File: src/rtl/pwr_dom_pkg.sv
package pwr_dom_pkg;
  localparam int unsigned NUM_DOM   = 10;
  localparam int unsigned POS_W     = 5;

  typedef enum logic [1:0] {ST_IDLE, ST_ARM, ST_POLL} state_e;

  // status bit position per domain index
  function automatic logic [POS_W-1:0] sta_pos(input int unsigned idx);
    case (idx)
      0: sta_pos = 5'd7;
      1: sta_pos = 5'd21;
      2: sta_pos = 5'd5;
      3: sta_pos = 5'd3;
      4: sta_pos = 5'd20;
      5: sta_pos = 5'd24;
      6: sta_pos = 5'd23;
      7: sta_pos = 5'd22;
      8: sta_pos = 5'd4;
      9: sta_pos = 5'd25;
      default: sta_pos = 5'd0;
    endcase
  endfunction
endpackage

File: src/rtl/pwr_dom_map.sv
module pwr_dom_map #(
  parameter int unsigned ID_W    = 4,
  parameter int unsigned NUM_DOM = pwr_dom_pkg::NUM_DOM,
  localparam int unsigned REQ_W  = 2 * NUM_DOM
) (
  input  logic [ID_W-1:0]                  id_i,
  input  logic                             on_i,
  output logic                             valid_o,
  output logic [REQ_W-1:0]                 req_o,
  output logic [pwr_dom_pkg::POS_W-1:0]    pos_o
);
  logic [NUM_DOM-1:0] sel;

  for (genvar g = 0; g < NUM_DOM; g++) begin : g_sel
    assign sel[g] = (id_i == ID_W'(g));
  end

  assign valid_o = |sel;
  assign req_o   = on_i ? {{NUM_DOM{1'b0}}, sel} : {sel, {NUM_DOM{1'b0}}};

  always_comb begin
    pos_o = '0;
    for (int i = 0; i < NUM_DOM; i++) begin
      if (sel[i]) pos_o = pwr_dom_pkg::sta_pos(i);
    end
  end
endmodule

File: src/rtl/pwr_dom_pacer.sv
module pwr_dom_pacer #(
  parameter int unsigned TICK_CYCLES = 1000,
  parameter int unsigned MAX_POLLS   = 10000,
  localparam int unsigned TW = $clog2(TICK_CYCLES + 1),
  localparam int unsigned PW = $clog2(MAX_POLLS + 1)
) (
  input  logic clk_i,
  input  logic rst_ni,
  input  logic arm_i,
  input  logic miss_i,
  output logic due_o,
  output logic expire_o
);
  logic [TW-1:0] wait_q;
  logic [PW-1:0] miss_q;

  always_ff @(posedge clk_i or negedge rst_ni) begin
    if (!rst_ni) begin
      wait_q <= '0;
    end else if (arm_i) begin
      wait_q <= '0;
    end else if (miss_i) begin
      wait_q <= TW'(TICK_CYCLES - 1);
    end else if (wait_q != '0) begin
      wait_q <= wait_q - 1'b1;
    end
  end

  always_ff @(posedge clk_i or negedge rst_ni) begin
    if (!rst_ni) begin
      miss_q <= '0;
    end else if (arm_i) begin
      miss_q <= '0;
    end else if (miss_i && !expire_o) begin
      miss_q <= miss_q + 1'b1;
    end
  end

  assign due_o    = (wait_q == '0);
  assign expire_o = (miss_q == PW'(MAX_POLLS));
endmodule

File: src/rtl/pwr_dom_ctrl.sv
module pwr_dom_ctrl #(
  parameter int unsigned ID_W        = 4,
  parameter int unsigned DAT_W       = 32,
  parameter int unsigned TICK_CYCLES = 1000,
  parameter int unsigned MAX_POLLS   = 10000,
  localparam int unsigned REQ_W      = 2 * pwr_dom_pkg::NUM_DOM
) (
  input  logic             clk_i,
  input  logic             rst_ni,
  input  logic             start_i,
  input  logic [ID_W-1:0]  dom_id_i,
  input  logic             on_i,
  input  logic [DAT_W-1:0] ack_i,
  input  logic [DAT_W-1:0] sta_i,
  input  logic [DAT_W-1:0] sta2_i,
  output logic [REQ_W-1:0] req_o,
  output logic             en_o,
  output logic             done_o,
  output logic             err_o
);
  import pwr_dom_pkg::*;

  state_e            st_q;
  logic              map_valid;
  logic [REQ_W-1:0]  map_req;
  logic [POS_W-1:0]  map_pos;
  logic [REQ_W-1:0]  pend_q, req_q;
  logic [POS_W-1:0]  pos_q;
  logic              on_q, en_q, done_q, err_q;
  logic              due, expire, hit, miss, arm;

  pwr_dom_map #(.ID_W(ID_W)) u_map (
    .id_i   (dom_id_i),
    .on_i   (on_i),
    .valid_o(map_valid),
    .req_o  (map_req),
    .pos_o  (map_pos)
  );

  assign arm  = (st_q == ST_ARM);
  assign hit  = (|(ack_i[REQ_W-1:0] & req_q)) &&
                (sta_i[pos_q] == on_q) && (sta2_i[pos_q] == on_q);
  assign miss = (st_q == ST_POLL) && due && !hit;

  pwr_dom_pacer #(.TICK_CYCLES(TICK_CYCLES), .MAX_POLLS(MAX_POLLS)) u_pacer (
    .clk_i   (clk_i),
    .rst_ni  (rst_ni),
    .arm_i   (arm),
    .miss_i  (miss),
    .due_o   (due),
    .expire_o(expire)
  );

  always_ff @(posedge clk_i or negedge rst_ni) begin
    if (!rst_ni) begin
      st_q   <= ST_IDLE;
      pend_q <= '0;
      req_q  <= '0;
      pos_q  <= '0;
      on_q   <= 1'b0;
      en_q   <= 1'b0;
      done_q <= 1'b0;
      err_q  <= 1'b0;
    end else begin
      done_q <= 1'b0;
      unique case (st_q)
        ST_IDLE: begin
          if (start_i) begin
            err_q <= 1'b0;
            if (!map_valid) begin
              done_q <= 1'b1;
              err_q  <= 1'b1;
            end else begin
              pend_q <= map_req;
              pos_q  <= map_pos;
              on_q   <= on_i;
              en_q   <= 1'b1;
              st_q   <= ST_ARM;
            end
          end
        end
        ST_ARM: begin
          req_q <= pend_q;
          st_q  <= ST_POLL;
        end
        ST_POLL: begin
          if (due && (hit || expire)) begin
            req_q  <= '0;
            en_q   <= 1'b0;
            done_q <= 1'b1;
            err_q  <= !hit;
            st_q   <= ST_IDLE;
          end
        end
        default: st_q <= ST_IDLE;
      endcase
    end
  end

  assign req_o  = req_q;
  assign en_o   = en_q;
  assign done_o = done_q;
  assign err_o  = err_q;
endmodule

File: config.mk
export PLATFORM = sky130hd
export DESIGN_NAME = pwr_dom_ctrl
export DESIGN_NICKNAME = d
export VERILOG_FILES = /design/src/rtl/pwr_dom_pkg.sv /design/src/rtl/pwr_dom_map.sv /design/src/rtl/pwr_dom_pacer.sv /design/src/rtl/pwr_dom_ctrl.sv
export SDC_FILE = /design/constraint.sdc
export NUM_CORES = 1
export LEC_CHECK = 0
export ABC_AREA = 1
export BUFFER_PORTS_ARGS = -buffer_cell sky130_fd_sc_hd__clkbuf_2
export CORE_AREA = 2 2 98 100
export CTS_CLUSTER_SIZE = 30
export DETAILED_ROUTE_END_ITERATION = 7
export DIE_AREA = 0 0 100 102
export PLACE_DENSITY = 0.72
export SLEW_MARGIN = 20
export SYNTH_ARGS = -nofsm -noshare
export SYNTH_HDL_FRONTEND = slang
export SYNTH_SLANG_ARGS = --single-unit
File: constraint.sdc
create_clock -name clk_i -period 3.6 [get_ports clk_i]
set_clock_uncertainty 0.15 [all_clocks]
set_input_delay 0.36 -clock clk_i [delete_from_list [all_inputs] [get_ports clk_i]]
set_output_delay 0.36 -clock clk_i [all_outputs]
set_load 0.005 [all_outputs]
# Word-level counts from Yosys, hierarchy flattened
# Index checks and enable logic that the tools add are counted.
[totals]
wordCells = 92
out_inout_bits = 23
inputBits = 104
regBits = 75
[classes]
bitwise_logic = 1
n_reduce_logical = 24
n_eq_ne = 17
addsub = 2
order_cmp = 1
mux = 37
[ops]
columns = ["operator", "n"]
rows = [
  ["$mux 5", 9],
  ["$mux 20", 2],
  ["$pmux 20 s2", 1],
  ["$mux 10", 3],
  ["$mux 14", 2],
  ["$and 20x20->20", 1],
  ["$reduce_or 20->1", 1],
  ["$eq 4x3->1 const B", 4],
  ["$add 14x1->14 const B", 1],
  ["$eq 14x14->1 const B", 1],
  ["$bmux 1 s5", 2],
  ["$logic_not 10->1", 1],
  ["$mux 1", 10],
  ["$reduce_bool 10->1", 1],
  ["$reduce_or 10->1", 1],
  ["$sub 10x1->10 const B", 1],
  ["$reduce_and 3->1", 3],
  ["$eq 4x2->1 const B", 2],
  ["$eq 4x4->1 const B", 2],
  ["$logic_and 1x1->1", 6],
  ["$lt 5x6->1 const B", 1],
  ["$mux 2", 3],
  ["$pmux 1 s2", 3],
  ["$pmux 2 s3", 1],
  ["15 further kinds", 20],
]

# Depth between registers and ports, before layout
[depth]
depth_word = 11
ltp_mapped = 19
mapped_depth_nobuf = 16

# By module
# From an unflattened synthesis, not the netlist that was laid out.
[hier_totals]
hier_cells = 689
hier_area_um2 = 4722.0
[by_module_without_submodules]
columns = ["mod", "cells_per_inst", "instances", "seq_area_each_um2", "area_each_um2"]
rows = [
  ["pwr_dom_ctrl", 398, 1, 1276.2, 2880.3],
  ["pwr_dom_pacer", 232, 1, 600.6, 1606.5],
  ["pwr_dom_map", 59, 1, 0.0, 235.2],
]

# Worst setup path before layout
# Ideal clock, no wire load.
[synth_timing]
path_type = "reg2reg"
startpoint = "reg pos_q[0]"
endpoint = "reg en_q, in the netlist en_o"
period_less_slack_ns = 2.017
stages_incl_launch_ff = 18
setup_ns = 0.117
t_arrival_ns = 1.751
slack_ns = 1.583
t_required_ns = 3.333
n_path_buf = 3
cell_sequence = "dfrtp_1 buf_6 inv_4 buf_6 nand2_1 nand3_1 nand3_1 nand2_1 nand2_1 nand3_1 nand3_1 nand2_1 nand3_2 nand2_2 nand3_2 buf_2 o21ai_1 inv_2"
[synth_between]
elab_chain_len = 9
elab_cells_between_ends = 12
cone_classes = "eq/ne: 3; mux: 4; reduce/logical: 5"
[synth_rtl]
columns = ["item", "line_no", "rtl"]
rows = [
  ["start: declaration", "pwr_dom_ctrl.sv:28", "logic [POS_W-1:0] pos_q;"],
  ["start signal: assignment", "pwr_dom_ctrl.sv:75", "pos_q <= map_pos;"],
  ["$bmux 1 s5", "pwr_dom_ctrl.sv:42", "(sta_i[pos_q] == on_q) && (sta2_i[pos_q] == on_q);"],
  ["$mux 1 (not written as such)", "pwr_dom_ctrl.sv:42", ""],
  ["$eq 1x1->1", "pwr_dom_ctrl.sv:42", ""],
  ["$logic_and 1x1->1", "pwr_dom_ctrl.sv:41", "assign hit = (|(ack_i[REQ_W-1:0] & req_q)) &&"],
  ["$logic_and 1x1->1 (*)", "pwr_dom_ctrl.sv:42", ""],
  ["$logic_or 1x1->1 (*)", "pwr_dom_ctrl.sv:87", "if (due && (hit || expire)) begin"],
  ["$logic_and 1x1->1 (*)", "pwr_dom_ctrl.sv:87", ""],
  ["$ne 2x1->1 (no line) (*)", "-", ""],
  ["$reduce_and 4->1 (no line) (*)", "-", ""],
  ["end signal: assignment", "pwr_dom_ctrl.sv:61", "en_q <= 1'b0;"],
  ["end signal: assignment", "pwr_dom_ctrl.sv:77", "en_q <= 1'b1;"],
  ["end signal: assignment", "pwr_dom_ctrl.sv:89", "en_q <= 1'b0;"],
  ["end: declaration", "pwr_dom_ctrl.sv:29", "logic on_q, en_q, done_q, err_q;"],
]
# Mark *: on every way between the ends. The rest lies on a longest branch, timed or not. The select of a mux whose other input is x is not followed.
# A chain may end at the register's enable or synchronous reset.

# Worst setup path in the final report
# Same ends and word-level chain as after synthesis.

==> results.sh <==
export IMPL_run_status="finished, final reports clean"
export IMPL_place_port_buffers=114
export IMPL_antennaDiodeCount=0
export IMPL_floorplan_initialDensity_pct=48.5
export IMPL_cts_resized_gates=0
export IMPL_grt_first_pass_wirelength_mm=17.8
export IMPL_synth_top_area_share_pct=42.5
export IMPL_netSwitchingPower_uw=1350
export IMPL_global_route_overflow_total=0
export IMPL_fp_dieH_um=102
export IMPL_p_leak_uw=0.00281
export IMPL_final_max_slew_viol_count=0
export IMPL_antenna_left=0
export IMPL_tritoncts_num_sinks=75
export IMPL_drive_gt1_share_pct=22.2
export IMPL_detail_route_iter0_violations=244
export IMPL_maxClockFrequency_ghz=0.362
export IMPL_synth_mux_area_share_pct=0
export IMPL_synth_top_family_by_area="simple AND/OR/NAND/NOR gates"
export IMPL_core_footprint_sq_um=9110
export IMPL_timing_setup_tns_ps=0
export IMPL_cts_hold_buf=0
export IMPL_timing_max_slew_rel_slack_pct=37.9
export IMPL_yosys_area_share_simple_pct=39.7
export IMPL_die_area_sq_um=10200
export IMPL_synthesis_area_sq_um=4420
export IMPL_timing_reg2reg_setup_slack_ps=840
export IMPL_final_period_utilization_pct=76.7
export IMPL_pin_count_of_the_biggest_net_entering_global_routing=76
export IMPL_hold_worst_slack_ps=59.5
export IMPL_critPathRequiredTime_ps=3690
export IMPL_grt_util_all_layers_pct=21.6
export IMPL_pwr_density_cell_nw_per_um2=603
export IMPL_post_synthesis_compound_gate_area_fraction_pct=5.35
export IMPL_seq_power_share_pct=37.8
export IMPL_synth_area_leaders="dfrtp_1 (42%), nand2_1 (18%), nand3_1 (11%), xor2_1 (3.6%), inv_1 (3.0%)"
export IMPL_synth_flop_cell="dfrtp_1"
export IMPL_post_cts_setup_buffer_count=0
export IMPL_crit_path_max_fanout=33
export IMPL_routedWlPerCell_um=12.7
export IMPL_intPower_uw=1770
export IMPL_layout_min_cycle_time_ps=2760
export IMPL_setup_slack_ps=839
export IMPL_avgViaCountPerCell=5.14
export IMPL_synth_sequential_area_ratio_pct=42.5
export IMPL_tritoncts_num_buffers=9
export IMPL_place_hpwl_mm=7.54
export IMPL_remaining_drc_errors=0
export IMPL_synth_net_count=705
export IMPL_cts_clk_slew_worst_paths_ps=100
export IMPL_grt_setup_unrepaired="false"
export IMPL_worstSetupEndpointType="register"
export IMPL_final_weighted_congestion_in_routability_driven_placement=0.858
export IMPL_vias=4199
export IMPL_clock_tree_from_tritoncts="done"
export IMPL_clock_tree_buffer_depth=2
export IMPL_syn_area_per_cell_sq_um=7.39
export IMPL_clock_tree_root_cell="clkbuf_8"
export IMPL_most_area_hungry_cell_type_in_the_yosys_netlist="dfrtp_1"
export IMPL_rows=35
export IMPL_first_global_vias=3884
export IMPL_antenna_found_initial=0
export IMPL_clockPowerShare_pct=19.8
export IMPL_ys_warnings_count=0
export IMPL_area_growth_synth_to_final_pct=17.1
export IMPL_timing_setup_critical_path_class="reg2reg"
export IMPL_cts_htree_levels=3
export IMPL_post_place_cells=801
export IMPL_comb_power_share_pct=42.4
export IMPL_die_w_um=100
export IMPL_synthXorXnorAreaFrac_pct=3.96
export IMPL_insertion_delay_ps=360
export IMPL_worst_slew_pin_transition_ps=932
export IMPL_async_flop_share_pct=100
export IMPL_dr_pass1_iters=4
export IMPL_synth_ff_latch_count=75
export IMPL_place_worst_setup_slack_ps=843
export IMPL_r2r_worst_path_cells=15
export IMPL_total_power_uw=3120
export IMPL_number_of_flops_mapped_to_enable_cells_by_yosys=0
export IMPL_cp_arrival_ps=2860
export IMPL_boundaryPins=127
export IMPL_max_cap_violations=0
export IMPL_syn_inst=598
export IMPL_synth_adder_area_share_pct=0.849
export IMPL_final_hold_viol_count=0
export IMPL_p_sw_share_pct=43.2
export IMPL_final_net_count=808
export IMPL_hold_path_class="in2async"
export IMPL_wirelength_mm=10.4
export IMPL_setup_violations_final=0
export IMPL_final_cell_count_no_fill=817
export IMPL_peakVddDrop_v=0.000287
export IMPL_synth_cell_type_count=34
export IMPL_start_kind="register"
==> layout make-up <==
class                      count  area [sq um]
fill                         873          3930
multi-input combinational    453          2200
sequential                    75          1880
timing repair buffer         119           608
inverter                      43           164
tap                          111           139
clock buffer                   9           124
clock inverter                 7          60.1
==> per-stage QoR <==
stage	cell area (sq um)	util, %
after floorplan	4420	-
after global placement	4990	54.8
after detailed placement	4990	54.8
after CTS	5170	56.8
after global routing	5170	56.8
final	5170	56.8
==> cells in the final DEF, fill, tap and decap left out, drive strengths merged <==
| cell | n |
|---|---|
| nand2 | 217 |
| clkbuf | 122 |
| nand3 | 107 |
| dfrtp | 75 |
| inv | 45 |
| nor2 | 31 |
| o21ai | 26 |
| nand4 | 19 |
| xor2 | 18 |
| nor4 | 7 |
| a21oi | 7 |
| buf | 6 |
| nor3 | 5 |
| ha | 3 |
| clkinvlp | 3 |
| a221oi | 2 |
| a31oi | 2 |
| xnor2 | 2 |
| clkinv | 2 |
| a22o | 1 |
| or3 | 1 |
| a21o | 1 |
| nor3b | 1 |
| a32o | 1 |
| a22oi | 1 |
| o31ai | 1 |
==> flip-flops by register name, summed over array words and instances, names as in the netlist <==
signal          flops
pos_q               5
st_q                2
pend_q             20
en_o                1
done_o              1
on_q                1
err_o               1
req_o              20
u_pacer.miss_q     14
u_pacer.wait_q     10
==> cells in the mapped netlist (3+ instances only) <==
cell type	instances
a21oi_1	7
buf_2	5
buf_4	4
buf_6	7
clkbuf_1	11
dfrtp_1	75
ha_1	3
inv_1	35
inv_2	6
nand2_1	215
nand3_1	95
nand3_2	12
nand4_1	19
nor2_1	30
nor3_1	5
nor4_1	7
o21ai_0	13
o21ai_1	13
xor2_1	18
==> worst max-delay path: stages, from the launching register on <==
cell and delay [ps]:
dfrtp_1 370, buf_4 230, inv_4 270, nand2_1 130, nand3_1 90, nand3_1 70
nand2_1 80, nand2_1 50, nand3_1 100, nand3_1 80, nand2_1 90, nand3_2 120
nand2_2 100, nand3_2 400, o21ai_1 260, inv_2 40
==> final timing paths <==
kind                                       start                            end
max in group asynchronous                 rst_ni  u_pacer.miss_q[2]$_DFFE_PN0P_
min in group clk_i                       start_i               done_o$_DFF_PN0_
max reg2reg                 pos_q[0]$_DFFE_PN0P_               en_o$_DFFE_PN0P_
min reg2reg                pend_q[8]$_DFFE_PN0P_           req_o[8]$_DFFE_PN0P_
min                                       rst_ni          req_o[17]$_DFFE_PN0P_
max                         pos_q[0]$_DFFE_PN0P_               en_o$_DFFE_PN0P_
==> power groups by stage <==
stage	combinational, uW	clock (uW)	sequential (uW)
after global routing	1530	666	1200
after CTS	1340	625	1180
after global placement	1300	0	1190
after detailed placement	1330	0	1190
after floorplan	1070	0	1150
final	1320	616	1180
==> layer usage <==
| layer | wire (um) | part of all wire [%] | GRT usage, % |
|---|---|---|---|
| met1 | 5000 | 48 | 29.3 |
| met3 | 559 | 5.4 | 3.83 |
| met2 | 4690 | 45 | 35.4 |
| met4 | 150 | 1.4 | 7.38 |
| met5 | 0 | 0 | 0 |
==> logic make-up (layout without fill, tap and decap cells) <==
family / count (synthesis) / in the layout
and+or+nand+nor: 388 / 388
xor gates and xnor gates: 20 / 20
buffers and inverters: 70 / 178
adders and majority gates: 3 / 3
DFF: 75 / 75
AOI/OAI and AO/OA: 42 / 42
Power figures use the tool's default switching activity.
